## config.mk

```make
export PLATFORM = sky130hd
export DESIGN_NAME = uart_irq_status
export DESIGN_NICKNAME = d
export VERILOG_FILES = /design/src/rtl/uart_irq_pkg.sv /design/src/rtl/level_irq_fsm.sv /design/src/rtl/eot_tracker.sv /design/src/rtl/sticky_bits.sv /design/src/rtl/uart_irq_status.sv
export SDC_FILE = /design/constraint.sdc
export NUM_CORES = 1
export LEC_CHECK = 0
export ABC_AREA = 1
export BUFFER_PORTS_ARGS = -buffer_cell sky130_fd_sc_hd__buf_2
export CAP_MARGIN = 10
export CORE_MARGIN = 1.5
export CORE_UTILIZATION = 32
export CTS_CLUSTER_DIAMETER = 50
export CTS_CLUSTER_SIZE = 40
export DETAILED_ROUTE_END_ITERATION = 8
export PLACE_DENSITY = 0.63
export RECOVER_POWER = 100
export SYNTH_ARGS = -nofsm -noshare
export SYNTH_HDL_FRONTEND = slang
export SYNTH_SLANG_ARGS = --single-unit
```

## constraint.sdc

```tcl
create_clock -name clk -period 1.9 [get_ports clk]
set_input_delay 0 -clock clk [delete_from_list [all_inputs] [get_ports clk]]
set_output_delay 0 -clock clk [all_outputs]
set_load 0.01 [all_outputs]
```

## src/rtl/uart_irq_pkg.sv

```systemverilog
package uart_irq_pkg;
    localparam int STAT_W = 32;

    // raw word bit positions
    localparam int B_CTS = 1;
    localparam int B_RXL = 4;
    localparam int B_TXL = 5;
    localparam int B_RTO = 6;
    localparam int B_FRM = 7;
    localparam int B_PAR = 8;
    localparam int B_BRK = 9;
    localparam int B_OVR = 10;
    localparam int B_EOT = 11;

    // compact index of latched sources
    localparam int S_CTS = 0;
    localparam int S_RTO = 1;
    localparam int S_FRM = 2;
    localparam int S_PAR = 3;
    localparam int S_BRK = 4;
    localparam int S_OVR = 5;
    localparam int S_EOT = 6;
    localparam int N_STICKY = 7;

    localparam int N_LEVEL = 2;  // 0: receive, 1: transmit

    localparam logic [STAT_W-1:0] RAW_RST   = 32'h0000_000D;
    localparam logic [STAT_W-1:0] IMPL_BITS = 32'h0000_0FF2;

    typedef enum logic [1:0] {
        A_RAW    = 2'd0,
        A_MASKED = 2'd1,
        A_MASK   = 2'd2,
        A_CLEAR  = 2'd3
    } reg_addr_e;

    typedef enum logic [1:0] {
        LV_IDLE   = 2'd0,
        LV_ACTIVE = 2'd1,
        LV_HELD   = 2'd2
    } lvl_state_e;

    typedef enum logic {
        EOT_BUSY    = 1'b0,
        EOT_DRAINED = 1'b1
    } eot_state_e;
endpackage

```

## src/rtl/level_irq_fsm.sv

```systemverilog
module level_irq_fsm
    import uart_irq_pkg::*;
(
    input  logic clk,
    input  logic rst_n,
    input  logic cond_i,
    input  logic clr_i,
    output logic raw_o
);
    lvl_state_e state_q, state_d;

    always_ff @(posedge clk or negedge rst_n) begin
        if (!rst_n) state_q <= LV_IDLE;
        else        state_q <= state_d;
    end

    always_comb begin
        state_d = state_q;
        unique case (state_q)
            LV_IDLE:   if (cond_i) state_d = LV_ACTIVE;
            LV_ACTIVE: begin
                if (!cond_i)     state_d = LV_IDLE;
                else if (clr_i)  state_d = LV_HELD;
            end
            LV_HELD:   if (!cond_i) state_d = LV_IDLE;
            default:   state_d = LV_IDLE;
        endcase
    end

    always_comb begin
        raw_o = (state_q == LV_ACTIVE);
    end

    // a rise needs the condition one edge earlier
    a_r4_rise_needs_cond: assert property (@(posedge clk) disable iff (!rst_n)
        $rose(raw_o) |-> $past(cond_i));
    // a lost condition drops the bit at the next edge
    a_r5_drop_on_loss: assert property (@(posedge clk) disable iff (!rst_n)
        (raw_o && !cond_i) |=> !raw_o);
endmodule

```

## src/rtl/eot_tracker.sv

```systemverilog
module eot_tracker
    import uart_irq_pkg::*;
(
    input  logic clk,
    input  logic rst_n,
    input  logic tx_empty_i,
    input  logic line_idle_i,
    output logic done_o
);
    eot_state_e state_q, state_d;
    logic       drained;

    assign drained = tx_empty_i & line_idle_i;

    always_ff @(posedge clk or negedge rst_n) begin
        if (!rst_n) state_q <= EOT_DRAINED;
        else        state_q <= state_d;
    end

    always_comb begin
        state_d = state_q;
        unique case (state_q)
            EOT_BUSY:    if (drained)  state_d = EOT_DRAINED;
            EOT_DRAINED: if (!drained) state_d = EOT_BUSY;
            default:     state_d = EOT_DRAINED;
        endcase
    end

    always_comb begin
        done_o = (state_q == EOT_BUSY) && drained;
    end

    // no completion event while the tracker already sits drained
    a_r8_single_event: assert property (@(posedge clk) disable iff (!rst_n)
        done_o |=> !done_o);
endmodule

```

## src/rtl/sticky_bits.sv

```systemverilog
module sticky_bits #(
    parameter int N = 7
) (
    input  logic         clk,
    input  logic         rst_n,
    input  logic [N-1:0] set_i,
    input  logic [N-1:0] clr_i,
    input  logic [N-1:0] kill_i,
    output logic [N-1:0] q_o
);
    for (genvar g = 0; g < N; g++) begin : g_bit
        always_ff @(posedge clk or negedge rst_n) begin
            if (!rst_n) q_o[g] <= 1'b0;
            else        q_o[g] <= set_i[g] | (q_o[g] & ~clr_i[g] & ~kill_i[g]);
        end
    end
endmodule

```

## src/rtl/uart_irq_status.sv

```systemverilog
module uart_irq_status
    import uart_irq_pkg::*;
#(
    parameter  int DEPTH = 16,
    localparam int CW    = $clog2(DEPTH + 1)
) (
    input  logic          clk,
    input  logic          rst_n,
    input  logic          fifo_en,
    input  logic [CW-1:0] tx_count,
    input  logic [CW-1:0] tx_trig,
    input  logic          tx_line_idle,
    input  logic [CW-1:0] rx_count,
    input  logic [CW-1:0] rx_trig,
    input  logic          rx_push,
    input  logic          rx_timeout,
    input  logic          brk_evt,
    input  logic          par_evt,
    input  logic          frm_evt,
    input  logic          cts_in,
    input  logic [1:0]    reg_addr,
    input  logic          reg_wr,
    input  logic [31:0]   reg_wdata,
    output logic [31:0]   reg_rdata,
    output logic [31:0]   masked_status,
    output logic          irq
);
    localparam logic [CW-1:0] FULL_CNT = CW'(DEPTH);

    reg_addr_e           addr;
    logic [STAT_W-1:0]   mask_q, mask_d, clr_word, raw;
    logic                cts_q, rx_full, rx_empty;
    logic [N_LEVEL-1:0]  lvl_cond, lvl_clr, lvl_raw;
    logic [N_STICKY-1:0] st_set, st_clr, st_kill, st_q;
    logic                eot_done;

    assign addr = reg_addr_e'(reg_addr);

    // register writes
    always_comb begin
        mask_d   = mask_q;
        clr_word = '0;
        if (reg_wr) begin
            unique case (addr)
                A_MASK:  mask_d   = reg_wdata & IMPL_BITS;
                A_CLEAR: clr_word = reg_wdata & IMPL_BITS;
                default: ;
            endcase
        end
    end

    always_ff @(posedge clk or negedge rst_n) begin
        if (!rst_n) begin
            mask_q <= '0;
            cts_q  <= 1'b1;
        end else begin
            mask_q <= mask_d;
            cts_q  <= cts_in;
        end
    end

    // FIFO-mode dependent conditions
    assign rx_empty = (rx_count == '0);
    assign rx_full  = fifo_en ? (rx_count == FULL_CNT) : !rx_empty;
    assign lvl_cond[0] = fifo_en ? (rx_count >= rx_trig) : !rx_empty;
    assign lvl_cond[1] = fifo_en ? (tx_count <= tx_trig) : (tx_count == '0);
    assign lvl_clr[0]  = clr_word[B_RXL];
    assign lvl_clr[1]  = clr_word[B_TXL];

    for (genvar g = 0; g < N_LEVEL; g++) begin : g_lvl
        level_irq_fsm u_lvl (
            .clk    (clk),
            .rst_n  (rst_n),
            .cond_i (lvl_cond[g]),
            .clr_i  (lvl_clr[g]),
            .raw_o  (lvl_raw[g])
        );
    end

    eot_tracker u_eot (
        .clk         (clk),
        .rst_n       (rst_n),
        .tx_empty_i  (tx_count == '0),
        .line_idle_i (tx_line_idle),
        .done_o      (eot_done)
    );

    // latched sources
    always_comb begin
        st_set         = '0;
        st_set[S_CTS]  = cts_in ^ cts_q;
        st_set[S_RTO]  = rx_timeout & mask_d[B_RTO];
        st_set[S_FRM]  = frm_evt;
        st_set[S_PAR]  = par_evt;
        st_set[S_BRK]  = brk_evt;
        st_set[S_OVR]  = rx_push & rx_full;
        st_set[S_EOT]  = eot_done;

        st_clr         = '0;
        st_clr[S_CTS]  = clr_word[B_CTS];
        st_clr[S_RTO]  = clr_word[B_RTO];
        st_clr[S_FRM]  = clr_word[B_FRM];
        st_clr[S_PAR]  = clr_word[B_PAR];
        st_clr[S_BRK]  = clr_word[B_BRK];
        st_clr[S_OVR]  = clr_word[B_OVR];
        st_clr[S_EOT]  = clr_word[B_EOT];

        st_kill        = '0;
        st_kill[S_RTO] = !mask_d[B_RTO] | rx_empty;
    end

    sticky_bits #(.N(N_STICKY)) u_sticky (
        .clk    (clk),
        .rst_n  (rst_n),
        .set_i  (st_set),
        .clr_i  (st_clr),
        .kill_i (st_kill),
        .q_o    (st_q)
    );

    // raw word assembly
    always_comb begin
        raw        = RAW_RST;
        raw[B_CTS] = st_q[S_CTS];
        raw[B_RXL] = lvl_raw[0];
        raw[B_TXL] = lvl_raw[1];
        raw[B_RTO] = st_q[S_RTO];
        raw[B_FRM] = st_q[S_FRM];
        raw[B_PAR] = st_q[S_PAR];
        raw[B_BRK] = st_q[S_BRK];
        raw[B_OVR] = st_q[S_OVR];
        raw[B_EOT] = st_q[S_EOT];
    end

    assign masked_status = raw & mask_q;
    assign irq           = |masked_status;

    always_comb begin
        unique case (addr)
            A_RAW:    reg_rdata = raw;
            A_MASKED: reg_rdata = masked_status;
            A_MASK:   reg_rdata = mask_q;
            default:  reg_rdata = '0;
        endcase
    end

    // a clear with no same-cycle event empties the parity bit
    a_r3_clear_parity: assert property (@(posedge clk) disable iff (!rst_n)
        (reg_wr && reg_addr == 2'd3 && reg_wdata[B_PAR] && !par_evt) |=> !raw[B_PAR]);
    // the parity bit holds without a clear
    a_r7_parity_holds: assert property (@(posedge clk) disable iff (!rst_n)
        (raw[B_PAR] && !(reg_wr && reg_addr == 2'd3 && reg_wdata[B_PAR])) |=> raw[B_PAR]);
    // overrun only follows a push
    a_r7_overrun_cause: assert property (@(posedge clk) disable iff (!rst_n)
        $rose(raw[B_OVR]) |-> $past(rx_push));
    // completion follows a drained transmitter
    a_r8_eot_cause: assert property (@(posedge clk) disable iff (!rst_n)
        $rose(raw[B_EOT]) |-> $past(tx_count == '0 && tx_line_idle));
    // timeout never raw without its mask bit
    a_r9_timeout_masked: assert property (@(posedge clk) disable iff (!rst_n)
        raw[B_RTO] |-> mask_q[B_RTO]);
    // interrupt implies an enabled raw bit
    a_r10_irq_source: assert property (@(posedge clk) disable iff (!rst_n)
        irq |-> ((raw & mask_q) != '0));
endmodule

```

Yosys cells after proc, flatten, opt, wreduce, memory -nomap -nowiden --
Cells that the tools add are included.
Storage, ports and cells: register bits 22, input port bits 65, output and inout bits 65, word-level logic and storage cells 90
Operators by class: $lt $le $gt $ge 2, eq/ne operators 14, multiplexer cells 19, bitwise logic cells 30, reduce and logical (&&, ||, !) cells 12
Operator list (count):
- $pmux W12 S3 | 1
- $reduce_or A32 Y1 | 1
- $mux W12 | 2
- $mux W2 | 8
- $mux W7 | 2
- $and A12 B12 Y12 | 1
- $pmux W2 S3 | 2
- $and A1 B1 Y1 | 11
- $logic_not A5 Y1 | 2
- $not A1 Y1 | 9
- $eq A2 B2 Y1 const B | 4
- $or A1 B1 Y1 | 8
- $eq A2 B1 Y1 const B | 3
- $logic_not A2 Y1 | 3
- $ne A3 B3 Y1 const B | 2
- $reduce_and A3 Y1 | 2
- $eq A5 B5 Y1 const B | 1
- $ge A5 B5 Y1 | 1
- $le A5 B5 Y1 | 1
- $mux W1 | 4
- $ne A2 B1 Y1 const B | 2
- $ne A2 B2 Y1 const B | 2
- $logic_not A1 Y1 | 2
- $reduce_and A2 Y1 | 1
- 2 further kinds | 2

Longest topological paths before layout --
Gate-level depths: netlist of the first run.
depth in word-level cells 8, mapped depth 9, mapped depth without buffers 9

Modules after synthesis --
From an unflattened synthesis of the first run, not the netlist that was laid out.
Second synthesis, totals: cell total of the unflattened synthesis 299, area, all modules 1991.9 sq um
Modules (own cells, without submodules):
- uart_irq_status | instances 1, cells each 227, area each 1451.4 sq um, sequential area each 251.5 sq um
- sticky_bits | instances 1, cells each 42, area each 315.3 sq um, sequential area each 175.2 sq um
- level_irq_fsm | instances 2, cells each 13, area each 92.6 sq um, sequential area each 50.0 sq um
- eot_tracker | instances 1, cells each 4, area each 40.0 sq um, sequential area each 26.3 sq um

Worst setup path before layout of the first run --
No wires, ideal clock.
kind register -> output, start point register g_lvl[1].u_lvl.state_q[1], end point output port reg_rdata[5], data arrival time 892 ps, setup slack 1008 ps, stages on the path, launching flop included 4, cells stage by stage dfrtp_1 -> inv_1 -> nand2_1 -> a221oi_1
Between the ends: word-level cells in the longest chain between the ends 3
Ends and longest elaborated chain:
- start: declaration | RTL line level_irq_fsm.sv:10 | lvl_state_e state_q, state_d;
- start signal: assignment | RTL line level_irq_fsm.sv:14 | else state_q <= state_d;
- $eq A2 B1 Y1 * | RTL line level_irq_fsm.sv:31 | raw_o = (state_q == LV_ACTIVE);
- $and A12 B12 Y12 | RTL line uart_irq_status.sv:135 | assign masked_status = raw & mask_q;
- $pmux W12 S3 * | RTL line uart_irq_status.sv:139 | unique case (addr)
- end: declaration | RTL line uart_irq_status.sv:24 | output logic [31:0] reg_rdata,
Mark *: on every way between the ends. The rest lies on a longest branch, timed or not.

Worst setup path in the final report of the first run --
start point register g_lvl[0].u_lvl.state_q[0], end point output port irq
Between the ends: word-level cells in the longest chain between the ends 3
Ends and longest elaborated chain:
- start: declaration | RTL line level_irq_fsm.sv:10
- start signal: assignment | RTL line level_irq_fsm.sv:14
- $eq A2 B1 Y1 | RTL line level_irq_fsm.sv:31
- $and A12 B12 Y12 | RTL line uart_irq_status.sv:135
- $reduce_or A32 Y1 | RTL line uart_irq_status.sv:136 | assign irq = |masked_status;
- end: declaration | RTL line uart_irq_status.sv:26 | output logic irq
No other way between the ends.

==> results of run 1 <==
[sequential cells by signal, summed over array words and instances, names as in the netlist]
signal and flops:
u_eot.state_q 1, mask_q 9, u_sticky.q_o 7, g_lvl.u_lvl.state_q 4, cts_q 1
[worst min-delay path by stage]
stage	startpoint	end	slack, ps	depth (start not counted)
2_1_floorplan	rst_n	g_lvl[0].u_lvl.state_q[0]	-300	0
3_3_place_gp	rst_n	u_sticky.q_o[0]	-7	1
3_5_place_dp	rst_n	u_sticky.q_o[0]	-2	1
4_1_cts	reg_wdata[7]	mask_q[7]	5	3
5_1_grt	reg_wdata[7]	mask_q[7]	20	3
6_report	reg_wdata[7]	mask_q[7]	10	3
[where the power goes]
group          switching, uW  internal [uW]
combinational            264            163
clock                    153            185
sequential              34.9            521
total                    452            869
[critical path, cell delays in order, from the launching register on]
cell and delay, ps:
dfrtp_1 380, inv_1 70, nor2_1 50, nand2_1 50, inv_1 50, nor3_1 190, nand3_1 110, clkbuf_1 140
[per-stage QoR]
| step | utilization, % | power, uW | instances |
|---|---|---|---|
| 5_1_grt | 39.43 | 1420 | 402 |
| 3_3_place_gp | 37.40 | 1000 | 386 |
| 3_5_place_dp | 37.40 | 1013 | 386 |
| 6_report | 39.43 | 1321 | 402 |
| 2_1_floorplan | - | 916.3 | 297 |
| 4_1_cts | 40.56 | 1376 | 402 |
[cell usage in the layout (no fill, tap or decap), drive strengths merged, types with 2 or more instances in the layout]
| cell type | netlist | final |
|---|---|---|
| nand2 | 59 | 59 |
| inv | 56 | 56 |
| buf | 46 | 45 |
| conb | 1 | 43 |
| o21ai | 27 | 27 |
| clkbuf | 0 | 22 |
| dfrtp | 20 | 20 |
| nor2 | 13 | 13 |
| dlygate4sd3 | 0 | 12 |
| ha | 10 | 10 |
| nand3 | 4 | 4 |
| nor3 | 3 | 3 |
| a21oi | 3 | 3 |
| a31oi | 2 | 2 |
| nand4 | 2 | 2 |
| dfstp | 2 | 2 |
[timing repair]
item	CTS	global route
hold buffers	12	0
setup buffers	0	0
endpoints found under the hold margin	33	0
endpoints found under the setup margin	0	0
[layout make-up]
type                            count  area share [%]
Inverter                           56           9.622
Sequential cell                    22           25.31
Tap cell                           72           4.124
Multi-Input combinational cell    173           39.52
Timing Repair Buffer               75           18.90
Clock buffer                        4           2.520
[layer usage]
layer  GRT usage (%)  vias to the layer above  share of wire [%]
li1                -                      837                  -
met1           13.97                      696                 44
met2           22.99                       74                 47
met3           1.609                        5                7.0
met4           5.263                        0                1.6
met5               0                        -                  0
[cells by family (layout without fill, tap and decap cells)]
kind of cell | after synthesis | in the layout | synth area share (%)
AOI/OAI and AO/OA | 34 | 34 | 12.05
DFF | 22 | 22 | 29.76
adders and majority gates | 10 | 10 | 6.734
buffers and inverters | 102 | 135 | 30.10
xor gates and xnor gates | 1 | 1 | 0.4715
muxes | 1 | 1 | 0.8078
other | 1 | 43 | 0.2018
and+or+nand+nor | 84 | 84 | 19.87
==> impl_metrics.env, run 1 <==
export IMPL_setup_viol=0
export IMPL_fill_cells=625
export IMPL_synth_top_cell_area_share_pct=26.94
export IMPL_start_util_pct=33.54
export IMPL_placed_area_sq_um=2072
export IMPL_cts_buffers=3
export IMPL_tritoncts="done"
export IMPL_ctsHtreeMaxLevel=1
export IMPL_synthCells=255
export IMPL_syn_avg_cell_area_sq_um=7.286
export IMPL_p_per_area_nw_per_um2=604.6
export IMPL_row_count=27
export IMPL_synth_most_common_cell="nand2_1"
export IMPL_coreArea_sq_um=5540
export IMPL_drive_gt1_share_pct=17.88
export IMPL_synth_distinct_cells=31
export IMPL_grt_total_usage_pct=12.35
export IMPL_seq_area_sq_um=553.0
export IMPL_p_leak_uw=0.001340
export IMPL_hold_viol_final=0
export IMPL_diodes=0
export IMPL_grt_max_degree=23
export IMPL_endpoint="irq"
export IMPL_cts_path_max_buffers=2
export IMPL_io_buffers=63
export IMPL_startpoint="g_lvl[0].u_lvl.state_q[0]"
export IMPL_drt_iter0_markers=33
export IMPL_clockRootBuffer="clkbuf_8"
export IMPL_worst_pin_slew_ps=1187
export IMPL_drt_pass1_iterations=4
export IMPL_critPathArrivalTime_ps=1320
export IMPL_tns_ps=0
export IMPL_crit_reg2reg_launch="g_lvl[1].u_lvl.state_q[0]"
export IMPL_grt_pass1_vias=1519
export IMPL_routed_wl_mm=3.796
export IMPL_synthTopCellsByCount="nand2_1, inv_1, buf_4"
export IMPL_yosys_warnings=0
export IMPL_syn_area_sq_um=1858
export IMPL_yosysTopAreaCell="dfrtp_1"
export IMPL_clk_pin_slew_worst_paths_ps=80
export IMPL_vias=1612
export IMPL_clock_latency_ps=270
export IMPL_status="finished, final reports clean"
export IMPL_critPathKind="register to output port"
export IMPL_ys_top_cells_by_area="dfrtp_1, buf_4, nand2_1, inv_1, ha_1"
export IMPL_postCtsResizedCells=0
export IMPL_fin_ws_ps=578.2
export IMPL_maxSlewViolCount=0
export IMPL_synthArstFlopShare_pct=100.0
export IMPL_ff2ff_path_depth=4
export IMPL_dp_hpwl_mm=3.102
export IMPL_whs_ps=13.37
export IMPL_pin_count=130
export IMPL_synth_ff_type="dfrtp_1"
export IMPL_max_freq_mhz=756.5
export IMPL_end_kind="output port"
export IMPL_fin_crit_sh_pct=69.57
export IMPL_gp_congestion=0.7714
export IMPL_die_area_sq_um=6273
export IMPL_drv_cap=0
export IMPL_areaGrowthSynthToFinish_pct=17.58
export IMPL_maxSlewHeadroom_pct=20.85
export IMPL_grt_pass1_wl_mm=6.161
export IMPL_rsz0062_at_grt="no"
export IMPL_dp_slack_ps=804.4
export IMPL_die_x_um=79.20
export IMPL_worstSetupStartpointType="register"
export IMPL_layout_nets=406
export IMPL_ant_nets=0
export IMPL_irDropWorstVdd_mv=0.2308
export IMPL_yosysSeqAreaShare_pct=29.76
export IMPL_synth_edf_count=0
export IMPL_worstReg2RegEnd="g_lvl[1].u_lvl.state_q[1]"
export IMPL_min_path_type="input port to register"
export IMPL_grt_overflow_total=0
export IMPL_antenna_found_initial=0
export IMPL_skew_ps=2.075
export IMPL_fp_dieH_um=79.20
export IMPL_finalWorstPathRequiredPeriod_ps=1322
export IMPL_drc=0
export IMPL_multi_input_area_sq_um=863.3
export IMPL_cp_required_ps=1900
export IMPL_vias_per_cell=4.010
export IMPL_rrSetupSlack_ps=1010
export IMPL_stdcell_area_sq_um=2185
export IMPL_cts_num_sinks=22
export IMPL_routedWlPerCell_um=9.443
export IMPL_critical_path_max_fanout=2
export IMPL_synth_seq_cells=22
Power figures use the tool's default switching activity.
==> run 2: changes to the inputs <==
--- a/config.mk
+++ b/config.mk
@@ -13,7 +13,7 @@
 export CTS_CLUSTER_DIAMETER = 50
 export CTS_CLUSTER_SIZE = 40
 export DETAILED_ROUTE_END_ITERATION = 8
-export PLACE_DENSITY = 0.63
+export PLACE_DENSITY = 0.65
 export RECOVER_POWER = 100
 export SYNTH_ARGS = -nofsm -noshare
 export SYNTH_HDL_FRONTEND = slang
==> constraint.sdc (replaced) <==
create_clock -name clk -period 1.2 [get_ports clk]
set_input_delay 0 -clock clk [delete_from_list [all_inputs] [get_ports clk]]
set_output_delay 0 -clock clk [all_outputs]
set_load 0.01 [all_outputs]
==> impl_metrics.env, run 2 (synthesized netlist as in run 1, its figures left out) <==
export IMPL_violations="negative setup slack"
export IMPL_whs_ps=5.178
export IMPL_use_met2_pct=21.97
export IMPL_cts_num_sinks=22
export IMPL_vias_per_cell=4.010
export IMPL_max_freq_mhz=827.8
export IMPL_diodes=0
export IMPL_pin_count=130
export IMPL_critPathKind="register to output port"
export IMPL_cp_required_ps=1200
export IMPL_cts_buffers=3
export IMPL_ctsHtreeMaxLevel=1
export IMPL_rsz0062_at_grt="yes"
export IMPL_p_per_area_nw_per_um2=936.3
export IMPL_fill_cells=649
export IMPL_regMostFlops="mask_q"
export IMPL_worst_pin_slew_ps=552.1
export IMPL_antenna_found_initial=0
export IMPL_top_regs="mask_q: 9 flops, u_sticky.q_o: 7 flops, g_lvl.u_lvl.state_q: 4 flops"
export IMPL_dp_hpwl_mm=3.058
export IMPL_routedWlPerCell_um=9.284
export IMPL_grt_pass1_wl_mm=6.099
export IMPL_worstSetupStartpointType="register"
export IMPL_ant_nets=0
export IMPL_tns_ps=-8.012
export IMPL_largest_reg_flops=9
export IMPL_critPathArrivalTime_ps=1210
export IMPL_tritoncts="done"
export IMPL_grt_total_usage_pct=12.21
export IMPL_clock_latency_ps=260
export IMPL_fp_dieH_um=79.20
export IMPL_cts_path_max_buffers=2
export IMPL_grtUsageMet1_pct=14.69
export IMPL_finalWorstPathRequiredPeriod_ps=1208
export IMPL_drt_iter0_markers=50
export IMPL_start_util_pct=33.54
export IMPL_row_count=27
export IMPL_dp_slack_ps=140.6
export IMPL_routed_wl_mm=3.732
export IMPL_min_path_type="input port to register"
export IMPL_end_kind="output port"
export IMPL_drt_pass1_iterations=4
export IMPL_setup_viol=1
export IMPL_fin_ws_ps=-8.012
export IMPL_skew_ps=0.1449
export IMPL_die_x_um=79.20
export IMPL_drc=0
export IMPL_clockRootBuffer="clkbuf_8"
export IMPL_die_area_sq_um=6273
export IMPL_areaGrowthSynthToFinish_pct=18.79
export IMPL_gp_congestion=0.7359
export IMPL_layout_commonest_cell="nand2_1"
export IMPL_fin_crit_sh_pct=100.7
export IMPL_drive_gt1_share_pct=22.73
export IMPL_top_usage_layer="met2"
export IMPL_critical_path_max_fanout=3
export IMPL_stdcell_area_sq_um=2207
export IMPL_postCtsSetupBuffers=0
export IMPL_status="complete, but fails checks"
export IMPL_irDropWorstVdd_mv=0.3877
export IMPL_hold_viol_final=0
export IMPL_maxSlewViolCount=0
export IMPL_coreArea_sq_um=5540
export IMPL_dpl_cell_count=387
export IMPL_io_buffers=63
export IMPL_final_cell_mix="nand2_1, inv_1, buf_2"
export IMPL_vias=1612
export IMPL_drv_cap=0
export IMPL_instances_no_fill=402
export IMPL_placed_area_sq_um=2079
export IMPL_met3_usage_pct=2.184
export IMPL_layout_nets=406
export IMPL_clk_pin_slew_worst_paths_ps=70
export IMPL_grt_pass1_vias=1434
export IMPL_maxSlewHeadroom_pct=63.19
export IMPL_grt_max_degree=23
export IMPL_grt_overflow_total=0
export IMPL_p_leak_uw=0.001362
-- run 2: area by class of cell --
type	count	area (sq um)	share of cell area, %
multi-input combinational	173	892.1	40.42
sequential	22	553.0	25.06
timing repair buffer	75	416.7	18.88
inverter	56	210.2	9.524
tap	72	90.09	4.082
clock buffer	4	45.04	2.041
-- run 2: timing repair --
item	in CTS	in global routing
hold buffers	11	0
setup endpoints to repair	2	3
pin swaps	0	0
hold endpoints to repair	32	0
gates resized for setup	5	3
-- run 2: metrics by stage --
stage	power [uW]	utilization, %
floorplan	1451	-
finish	2067	39.84
global route	2229	39.84
global placement	1584	37.53
detailed placement	1603	37.53
CTS	2128	40.58
-- run 2: routing by layer --
metal,part of all wire [%],vias up
li1,-,837
met1,44,696
met2,47,75
met3,7.6,4
met4,1.1,0
met5,0,-
-- run 2: worst paths after layout --
check                                          start                        end  slack (ps)  cells past startpoint
max in group asynchronous                      rst_n              u_eot.state_q         560                      2
setup / recovery                     u_sticky.q_o[6]                        irq          -8                      5
hold / removal                          reg_wdata[7]                  mask_q[7]           5                      3
hold reg to reg                            mask_q[8]                  mask_q[8]         510                      2
min in group asynchronous                      rst_n                  mask_q[5]         270                      2
setup reg to reg           g_lvl[1].u_lvl.state_q[0]  g_lvl[1].u_lvl.state_q[1]         280                      4
-- run 2: critical path, cell delays in order (launching register included) --
cell and delay, ps:
dfrtp_1 400, nand2_1 80, inv_1 60, nor3_1 170
nand3_1 90, buf_2 140
-- run 2: report_power, final --
| group | internal [uW] | switching (uW) |
|---|---|---|
| clock network | 237 | 234 |
| logic | 284 | 427 |
| registers | 825 | 58.7 |
==> run 3: changes to the inputs <==
--- a/config.mk
+++ b/config.mk
@@ -5,7 +5,6 @@
 export SDC_FILE = /design/constraint.sdc
 export NUM_CORES = 1
 export LEC_CHECK = 0
-export ABC_AREA = 1
 export BUFFER_PORTS_ARGS = -buffer_cell sky130_fd_sc_hd__buf_2
 export CAP_MARGIN = 10
 export CORE_MARGIN = 1.5
@@ -13,7 +12,7 @@
 export CTS_CLUSTER_DIAMETER = 50
 export CTS_CLUSTER_SIZE = 40
 export DETAILED_ROUTE_END_ITERATION = 8
-export PLACE_DENSITY = 0.65
+export PLACE_DENSITY = 0.67
 export RECOVER_POWER = 100
 export SYNTH_ARGS = -nofsm -noshare
 export SYNTH_HDL_FRONTEND = slang
==> impl_metrics.env, run 3 <==
export IMPL_status="complete, but fails checks"
export IMPL_violations="negative setup slack"
export IMPL_min_from="reg_wdata[6]"
export IMPL_vias_per_cell=4.293
export IMPL_yosysSeqAreaShare_pct=32.19
export IMPL_critPathKind="register to output port"
export IMPL_drv_cap=0
export IMPL_rrSetupSlack_ps=160
export IMPL_synth_seq_cells=22
export IMPL_clk_pin_slew_worst_paths_ps=80
export IMPL_irDropWorstVdd_mv=0.3790
export IMPL_drc=0
export IMPL_crit_reg2reg_launch="mask_q[6]"
export IMPL_synth_ff_type="dfrtp_1"
export IMPL_fp_dieH_um=76.27
export IMPL_areaGrowthSynthToFinish_pct=32.41
export IMPL_grt_pass1_vias=1448
export IMPL_largest_reg_flops=9
export IMPL_cts_buffers=3
export IMPL_p_leak_uw=0.001165
export IMPL_routedWlPerCell_um=10.88
export IMPL_yosys_warnings=0
export IMPL_worstSetupStartpointType="register"
export IMPL_slowest_stage="dfrtp_1"
export IMPL_io_buffers=63
export IMPL_clockRootBuffer="clkbuf_8"
export IMPL_top_regs="mask_q: 9 flops, u_sticky.q_o: 7 flops, g_lvl.u_lvl.state_q: 4 flops"
export IMPL_ant_nets=0
export IMPL_worstReg2RegEnd="u_sticky.q_o[1]"
export IMPL_grt_pass1_wl_mm=6.285
export IMPL_ctsHtreeMaxLevel=1
export IMPL_p_per_area_nw_per_um2=977.4
export IMPL_gp_congestion=0.8506
export IMPL_vias=1537
export IMPL_pin_count=130
export IMPL_path_cells="and2_0 > nor3_2 > nand3_1 > buf_2"
export IMPL_grt_max_degree=23
export IMPL_worst_pin_slew_ps=544.4
export IMPL_fin_ws_ps=-73.70
export IMPL_grt_overflow_total=0
export IMPL_rsz0062_at_grt="yes"
export IMPL_die_x_um=76.27
export IMPL_final_util_pct=44.26
export IMPL_synthCells=197
export IMPL_die_area_sq_um=5817
export IMPL_drt_iter0_markers=29
export IMPL_layout_nets=364
export IMPL_synth_edf_count=0
export IMPL_skew_ps=0.4911
export IMPL_hold_viol_final=0
export IMPL_critPathArrivalTime_ps=1270
export IMPL_antenna_found_initial=0
export IMPL_start_util_pct=33.42
export IMPL_regMostFlops="mask_q"
export IMPL_whs_endpoint="mask_q[6]"
export IMPL_yosysTopAreaCell="dfrtp_1"
export IMPL_syn_area_sq_um=1718
export IMPL_final_cell_mix="buf_2, conb_1, nand2_1"
export IMPL_ys_top_cells_by_area="dfrtp_1, buf_4, ha_1, mux2_2, o21ai_0"
export IMPL_cts_path_max_buffers=2
export IMPL_maxSlewHeadroom_pct=63.71
export IMPL_cpPeakStageDelay_ps=400
export IMPL_maxSlewViolCount=0
export IMPL_end_kind="output port"
export IMPL_dp_hpwl_mm=3.022
export IMPL_cts_num_sinks=22
export IMPL_fin_crit_sh_pct=106.1
export IMPL_synthArstFlopShare_pct=100.0
export IMPL_ff2ff_path_depth=3
export IMPL_synthTopCellsByCount="buf_4, nand2_1, dfrtp_1"
export IMPL_row_count=26
export IMPL_max_freq_mhz=785.1
export IMPL_synth_most_common_cell="buf_4"
export IMPL_finalWorstPathRequiredPeriod_ps=1274
export IMPL_drt_pass1_iterations=4
export IMPL_instances_no_fill=358
export IMPL_clock_latency_ps=260
export IMPL_hold_depth=2
export IMPL_routed_wl_mm=3.895
export IMPL_layout_commonest_cell="buf_2"
export IMPL_synth_top_cell_area_share_pct=29.13
export IMPL_tritoncts="done"
export IMPL_coreArea_sq_um=5140
export IMPL_grt_total_usage_pct=13.12
export IMPL_min_path_type="input port to register"
export IMPL_dpl_cell_count=331
export IMPL_critical_path_max_fanout=3
export IMPL_cp_required_ps=1200
export IMPL_syn_avg_cell_area_sq_um=8.720
export IMPL_synth_distinct_cells=40
export IMPL_setup_viol=1
export IMPL_diodes=0
export IMPL_drive_gt1_share_pct=31.60
[run 3: cells by family after synthesis]
| logic type | count (synthesis) | synth area share [%] |
|---|---|---|
| XOR/XNOR | 1 | 0.5099 |
| buffers and inverters | 63 | 23.67 |
| multiplexers | 11 | 7.065 |
| AND/OR/NAND/NOR | 58 | 17.63 |
| AO/OA/AOI/OAI | 31 | 11.44 |
| flip-flops | 22 | 32.19 |
| other | 1 | 0.2183 |
| adder cells (fa/ha/maj) | 10 | 7.283 |
[run 3: layout make-up]
| type | instances | area [sq um] |
|---|---|---|
| Clock buffer | 4 | 55.05 |
| Fill cell | 536 | 2865 |
| Inverter | 15 | 56.30 |
| Multi-Input combinational cell | 154 | 952.2 |
| Sequential cell | 22 | 553.0 |
| Tap cell | 70 | 87.58 |
| Timing Repair Buffer | 93 | 570.5 |
[run 3: critical path, delay by kind of cell (launching register included)]
family                 cells  cell delay [ps]
AND/OR/NAND/NOR            3              450
flip-flops                 1              400
buffers and inverters      1              150
[run 3: per-layer routing]
metal | vias up | track usage [%] | wire length, um
met3 | 13 | 2.515 | 220
met5 | - | 0 | 0
met2 | 70 | 22.23 | 1858
met4 | 0 | 6.111 | 137
li1 | 753 | - | -
met1 | 701 | 15.99 | 1679
[run 3: through the flow]
| stage | total power (uW) | worst slack, ps | instance area, sq um | TNS, ps | hold slack, ps |
|---|---|---|---|---|---|
| 6_report | 2223 | -73.70 | 2275 | -73.70 | 5.673 |
| 5_1_grt | 2364 | -175.3 | 2275 | -238.6 | 26.03 |
| 4_1_cts | 2211 | -109.2 | 2256 | -109.2 | 6.553 |
| 3_5_place_dp | 1578 | -54.55 | 1981 | -108.4 | -5.565 |
| 3_3_place_gp | 1563 | -29.33 | 1981 | -56.18 | -10.63 |
| 2_1_floorplan | 1403 | 168.3 | 1876 | 0 | -295.6 |
[run 3: power breakdown]
group	switching, uW	internal, uW
sequential	62.2	832
clock	244	293
combinational	408	385
[run 3: worst max-delay path by stage]
stage / cells past startpoint / to / from
6_report: 4 / irq / u_sticky.q_o[0]
5_1_grt: 4 / irq / u_sticky.q_o[6]
4_1_cts: 5 / irq / g_lvl[1].u_lvl.state_q[0]
3_5_place_dp: 7 / g_lvl[0].u_lvl.state_q[0] / rx_count[0]
3_3_place_gp: 7 / g_lvl[0].u_lvl.state_q[0] / rx_count[0]
2_1_floorplan: 6 / g_lvl[0].u_lvl.state_q[0] / rx_count[0]
[run 3: what timing repair did]
item	CTS	global route
hold endpoints to repair	36	0
pin swaps	4	2
setup buffers	3	4
hold buffers	16	0
gates resized for setup	9	3
endpoints found under the setup margin	3	4
